[config.mk]
export PLATFORM = sky130hd
export DESIGN_NAME = cdiv_const
export DESIGN_NICKNAME = d
export VERILOG_FILES = /design/src/rtl/cdiv_pkg.sv /design/src/rtl/cdiv_mul_shift.sv /design/src/rtl/cdiv_out_stage.sv /design/src/rtl/cdiv_const.sv
export SDC_FILE = /design/constraint.sdc
export NUM_CORES = 1
export LEC_CHECK = 0
export ABC_AREA = 1
export BUFFER_PORTS_ARGS = -buffer_cell sky130_fd_sc_hd__buf_4
export CORE_AREA = 2 2 48 61
export CTS_CLUSTER_DIAMETER = 60
export DETAILED_ROUTE_END_ITERATION = 10
export DIE_AREA = 0 0 50 63
export PLACE_DENSITY = 0.75
export RECOVER_POWER = 25
export SLEW_MARGIN = 20
export SYNTH_ARGS = -nofsm -noshare
export SYNTH_HDL_FRONTEND = slang
export SYNTH_SLANG_ARGS = --single-unit
[constraint.sdc]
create_clock -name clk -period 0.8 [get_ports clk]
set_input_delay 0.08 -clock clk [delete_from_list [all_inputs] [get_ports clk]]
set_output_delay 0.08 -clock clk [all_outputs]
set_load 0.05 [all_outputs]
[src/rtl/cdiv_pkg.sv]
package cdiv_pkg;

  typedef enum logic [1:0] {
    CDIV_PASS  = 2'd0,
    CDIV_SHIFT = 2'd1,
    CDIV_MULT  = 2'd2
  } cdiv_mode_e;

  function automatic int unsigned floor_log2(input longint unsigned v);
    int unsigned r;
    r = 0;
    for (int i = 0; i < 64; i++) begin
      if ((v >> i) != 64'd0) r = i;
    end
    return r;
  endfunction

  function automatic bit is_pow2(input longint unsigned v);
    return (v != 64'd0) && ((v & (v - 64'd1)) == 64'd0);
  endfunction

  function automatic cdiv_mode_e pick_mode(input longint unsigned d);
    if (d == 64'd1) return CDIV_PASS;
    if (is_pow2(d)) return CDIV_SHIFT;
    return CDIV_MULT;
  endfunction

  // 2^(n + floor(log2 d)); n <= 32 keeps this inside 64 bits
  function automatic longint unsigned scaled_one(input int unsigned n, input longint unsigned d);
    return 64'd1 << (n + floor_log2(d));
  endfunction

  // true when the remainder is at most half the divisor
  function automatic bit needs_widen(input int unsigned n, input longint unsigned d);
    longint unsigned rem;
    rem = scaled_one(n, d) % d;
    return !((rem << 1) > d);
  endfunction

  function automatic longint unsigned recip_const(input int unsigned n, input longint unsigned d);
    longint unsigned m;
    if (pick_mode(d) != CDIV_MULT) return 64'd0;
    m = scaled_one(n, d) / d;
    if (needs_widen(n, d)) return (m << 1) | 64'd1;
    return m + 64'd1;
  endfunction

  function automatic int unsigned recip_shift(input int unsigned n, input longint unsigned d);
    if (pick_mode(d) == CDIV_PASS) return 0;
    if (pick_mode(d) == CDIV_SHIFT) return floor_log2(d);
    return n + floor_log2(d) + (needs_widen(n, d) ? 1 : 0);
  endfunction

endpackage

[src/rtl/cdiv_mul_shift.sv]
module cdiv_mul_shift
  import cdiv_pkg::*;
#(
  parameter int unsigned N       = 8,
  parameter int unsigned DIVISOR = 7
) (
  input  logic [N-1:0] x,
  output logic [N-1:0] q
);

  localparam cdiv_mode_e MODE = pick_mode(64'(DIVISOR));

  generate
    if (MODE == CDIV_PASS) begin : g_pass
      assign q = x;
    end else if (MODE == CDIV_SHIFT) begin : g_shift
      localparam int unsigned SH = recip_shift(N, 64'(DIVISOR));
      assign q = x >> SH;
    end else begin : g_mult
      localparam int unsigned PW = 2 * N + 1;
      localparam int unsigned SH = recip_shift(N, 64'(DIVISOR));
      localparam logic [PW-1:0] RECIP = PW'(recip_const(N, 64'(DIVISOR)));
      logic [PW-1:0] prod;
      assign prod = PW'(x) * RECIP;
      assign q    = N'(prod >> SH);
    end
  endgenerate

endmodule

[src/rtl/cdiv_out_stage.sv]
module cdiv_out_stage #(
  parameter int unsigned N       = 8,
  parameter bit          OUT_REG = 1'b1
) (
  input  logic         clk,
  input  logic         rst_n,
  input  logic         v_in,
  input  logic [N-1:0] q_in,
  output logic         v_out,
  output logic [N-1:0] q_out
);

  generate
    if (OUT_REG) begin : g_reg
      always_ff @(posedge clk or negedge rst_n) begin
        if (!rst_n) begin
          v_out <= 1'b0;
          q_out <= '0;
        end else begin
          v_out <= v_in;
          if (v_in) q_out <= q_in;
        end
      end
    end else begin : g_wire
      logic unused_clk_rst;
      assign unused_clk_rst = clk ^ rst_n;
      assign v_out = v_in;
      assign q_out = q_in;
    end
  endgenerate

endmodule

[src/rtl/cdiv_const.sv]
module cdiv_const
  import cdiv_pkg::*;
#(
  parameter int unsigned N       = 8,
  parameter int unsigned DIVISOR = 7,
  parameter bit          OUT_REG = 1'b1
) (
  input  logic         clk,
  input  logic         rst_n,
  input  logic         in_valid,
  input  logic [N-1:0] in_data,
  output logic         out_valid,
  output logic [N-1:0] quotient
);

  generate
    if (DIVISOR == 0 || N == 0 || N > 32 || 64'(DIVISOR) >= (64'd1 << N)) begin : g_bad_cfg
      $fatal(1, "cdiv_const: DIVISOR must be nonzero and fit in N bits, N in 1..32");
    end
  endgenerate

  // combinational quotient, brought out for the checker
  logic [N-1:0] core_q;

  cdiv_mul_shift #(
    .N       (N),
    .DIVISOR (DIVISOR)
  ) u_core (
    .x (in_data),
    .q (core_q)
  );

  cdiv_out_stage #(
    .N       (N),
    .OUT_REG (OUT_REG)
  ) u_out (
    .clk   (clk),
    .rst_n (rst_n),
    .v_in  (in_valid),
    .q_in  (core_q),
    .v_out (out_valid),
    .q_out (quotient)
  );

endmodule

**After elaboration in Yosys (flattened, before gate mapping)**

Cells that the tools add are included.

- Multiply operators: 1

Operators by type and width:

| cell | count |
|---|---|
| $mul 8x9->17 const B | 1 |

- Bits in registers: 7
- Bits of input ports: 11
- Output and inout port bits: 9
- Word-level logic and storage cells: 3

**Logic depth before layout (Yosys ltp)**

- Word-level depth: 1
- Depth in mapped cells: 16
- Depth with buffers taken out: 16

**Cells and area by module**

From an unflattened synthesis, not the netlist that was laid out.

- Cell total of the unflattened synthesis: 178
- Area, all modules: 1,348.8 µm²

By module, submodules not included:

| module | times used | cells each | area an instance (µm²) |
|---|---|---|---|
| cdiv_mul_shift | 1 | 143 | 1,018.5 |
| cdiv_out_stage | 1 | 35 | 330.3 |

**Worst setup path after synthesis**

OpenSTA, ideal clock, no wires.

- Kind: input to register
- From: in in_data[5]
- To: reg u_out.q_out[3]
- Setup time: 118 ps
- Arrival: 2,399 ps
- Data required time: 682 ps
- Slack: -1,717 ps
- Stages on the path: 14
- Path through: ha_1 > fa_1 > fa_1 > ha_1 > ha_1 > nand2_1 > nor2_2 > inv_2 > nor2_1 > nand2_1 > nand2_1 > nand2_1 > nand3_1 > nand2_1

- Cells in the longest elaborated chain, start to end: 1

RTL lines:

| item | line | RTL |
|---|---|---|
| start, declared | cdiv_const.sv:11 | `input logic [N-1:0] in_data,` |
| $mul 8x9->17 | cdiv_mul_shift.sv:24 | `assign prod = PW'(x) * RECIP;` |
| end signal, assigned | cdiv_out_stage.sv:21 | `if (v_in) q_out <= q_in;` |
| end, declared | cdiv_out_stage.sv:10 | `output logic [N-1:0] q_out` |

Every way passes these cells.
A chain may end at the register's enable or synchronous reset.

**Worst setup path in the final report**

- From: in in_data[5]
- To: reg u_out.q_out[4]

Same word-level chain as after synthesis.

==> metrics.cfg <==
[global_routing]
grt_max_degree = 9
antenna_found_initial = 0
grt_overflow = 0
grt_pass1_vias = 1218
grt_usage_pct = 20.5
grt_pass1_wl_um = 5180

[worst_setup_path]
start_kind = input port
rr_startpoint = u_out.q_out[5]
reg2reg_slack_ps = 20
critPathMaxStageDelay_ps = 600
worstPathMaxFanout = 5
end_kind = flop
slowest_stage = fa_1
crit_start = in_data[5]
required_ps = 950
worstPathCellList = buf_8, ha_4, fa_1, fa_1, ha_4, ha_4, nand4_1, nor2_1, nand2_1, nand3_1, nand2_1, nand3_2, nand2_1
critPathKind = in2reg
arrival_ps = 2530

[drt]
drc = 0
wl_per_cell_um = 11.7
firstDrtPassIters = 4
drtIter0Drc = 21
wl_um = 3030
detail-route-antenna-nets = 0
vias = 1280
avgViaCountPerCell = 4.94

[clocking]
cts_sinks = 7
cts_tree = done
clockBufferDepth = 2
clkSlewWorstSetupHoldPaths_ps = 50
h-tree-depth = 1
clkLatencyLatePin_ps = 260
cts_buffers = 3
root_buffer = clkbuf_4

[place]
dp_hpwl_um = 2590
dp_worst_setup_slack_ps = -1880
gp_congestion = 0.918
portBuffers = 17

[synthesis]
ys_seq_elements = 7
syn_area_per_cell_um2 = 7.03
yosys-top-cells-area = ha_1, nand2_1, dfrtp_1
synth_ff_type = dfrtp_1
syn_inst = 185
synth_most_common_cell = nand2_1
yosysWarningCount = 0
synth_commonest_cells = nand2_1, ha_1, inv_1
postSynth.asyncResetShare_pct = 100
synth.distinct_cells = 17
yosysTopAreaCell = ha_1
yosys.area.top_type_share_pct = 34.6
ys_seq_area_share_pct = 13.5
synth_edf_count = 0
netlist_area_um2 = 1300

[power_and_ir_drop]
p_seq_share_pct = 15.5
ir_drop_uv = 1080
intPower_uw = 1630
clkPwrFrac_pct = 10.5
switching_power_uw = 1480
p_per_area_nw_per_um2 = 1740
pwr-share-comb_pct = 74.0
total_power_uw = 3110
power_leakage_uw = 0.00103
switching_share_pct = 47.6

[timing]
fin_crit_ps = 2380
clock.fmax_mhz = 421
grt_setup_unrepaired = yes
fin_skew_ps = 0
final-setup-viol-count = 13
whs_ps = 7.41
final-hold-violation-count = 0
fin_setup_tns_ps = -9750
maxSlewViolCount = 0
finalCritPeriodShare_pct = 297
worst_slack_ps = -1580

[final_layout]
diodes = 0
fin_nets = 278
syn2layout_area_growth_pct = 37.2
final_util_pct = 68.6
drive_above_1_share_pct = 28.0

[status]
outcome = complete, but fails checks
violations = negative setup slack

[die]
fp-row-count = 21
core_um2 = 2600
die_height_um = 63
initial_core_util_pct = 50.0
fp.dieArea_um2 = 3150
ioPinCount = 20
die_w_um = 50

[worst_hold_path]
hp-class = in2reg
hold_start = in_valid

[run]
max_cap_viol_count = 0

-- cell type report --
cell class | count | area (um2)
Clock buffer | 4 | 26.3
Fill cell | 210 | 817
Inverter | 36 | 135
Multi-Input combinational cell | 141 | 1090
Sequential cell | 7 | 175
Tap cell | 34 | 42.5
Timing Repair Buffer | 37 | 314
-- kinds of logic after synthesis --
logic type | Yosys count | share of synthesized area, %
buf+inv | 38 | 11.5
other cells | 1 | 0.288
flops | 7 | 13.5
simple gates | 89 | 28.6
compound gates | 9 | 3.75
fa+ha+maj | 41 | 42.3
-- registers in the layout, indices dropped and copies added (netlist names) --
| name | cells |
|---|---|
| u_out.v_out | 1 |
| u_out.q_out | 6 |
-- metal layers --
layer | part of all wire, % | global-route usage (%)
met5 | 0 | 0
met4 | 1.4 | 6.94
met3 | 2.5 | 1.44
met2 | 56 | 38.3
met1 | 40 | 23.8
-- critical path: cells and delay by family --
| family | cells | cell delay, ps |
|---|---|---|
| adder cells (fa/ha/maj) | 5 | 1740 |
| buffers and inverters | 1 | 100 |
| AND/OR/NAND/NOR | 7 | 600 |
-- power groups by stage --
stage	clock [uW]	sequential (uW)	combinational [uW]
floorplan	0	737	1160
global placement	0	472	1960
detailed placement	0	475	2010
CTS	317	479	2170
global route	356	491	2540
finish	326	481	2300
-- placed cells by master (no fill, tap or decap) --
master | Yosys | routed
nand2_1 | 58 | 52
inv_1 | 32 | 32
ha_1 | 36 | 30
buf_4 | 2 | 26
nand3_1 | 13 | 10
nor2_1 | 10 | 9
nand2_2 | 2 | 8
buf_6 | 0 | 8
dfrtp_1 | 7 | 7
a21oi_1 | 6 | 6
ha_4 | 0 | 6
fa_1 | 5 | 5
inv_2 | 4 | 4
nand4_1 | 3 | 3
nand3_2 | 0 | 3
clkbuf_4 | 0 | 3
nor2_2 | 2 | 2
conb_1 | 1 | 2
clkbuf_1 | 0 | 2
nor2_4 | 0 | 1
o21ai_1 | 0 | 1
nand3b_1 | 1 | 1
o21ai_0 | 2 | 1
a21oi_2 | 1 | 1
dlygate4sd3_1 | 0 | 1
buf_8 | 0 | 1
-- final timing paths --
path                                   to  cells past startpoint
max in group asynchronous  u_out.q_out[3]                      2
max reg2reg                u_out.q_out[5]                      3
min                           u_out.v_out                      1
min in group asynchronous  u_out.q_out[2]                      2
max                        u_out.q_out[4]                     13
min reg2reg                u_out.q_out[0]                      3
-- stage by stage --
stage | std cells | area [um2]
floorplan | 186 | 1370
global placement | 248 | 1620
detailed placement | 248 | 1620
CTS | 258 | 1730
global route | 259 | 1780
finish | 259 | 1780
-- repair_timing --
item / 4_1_cts / 5_1_grt
setup buffers: 5 / 1
hold buffers: 1 / 0
pin swaps: 13 / 5
endpoints found under the hold margin: 7 / 0
gates resized for setup: 10 / 11
setup endpoints to repair: 13 / 13
Power figures use the tool's default switching activity.
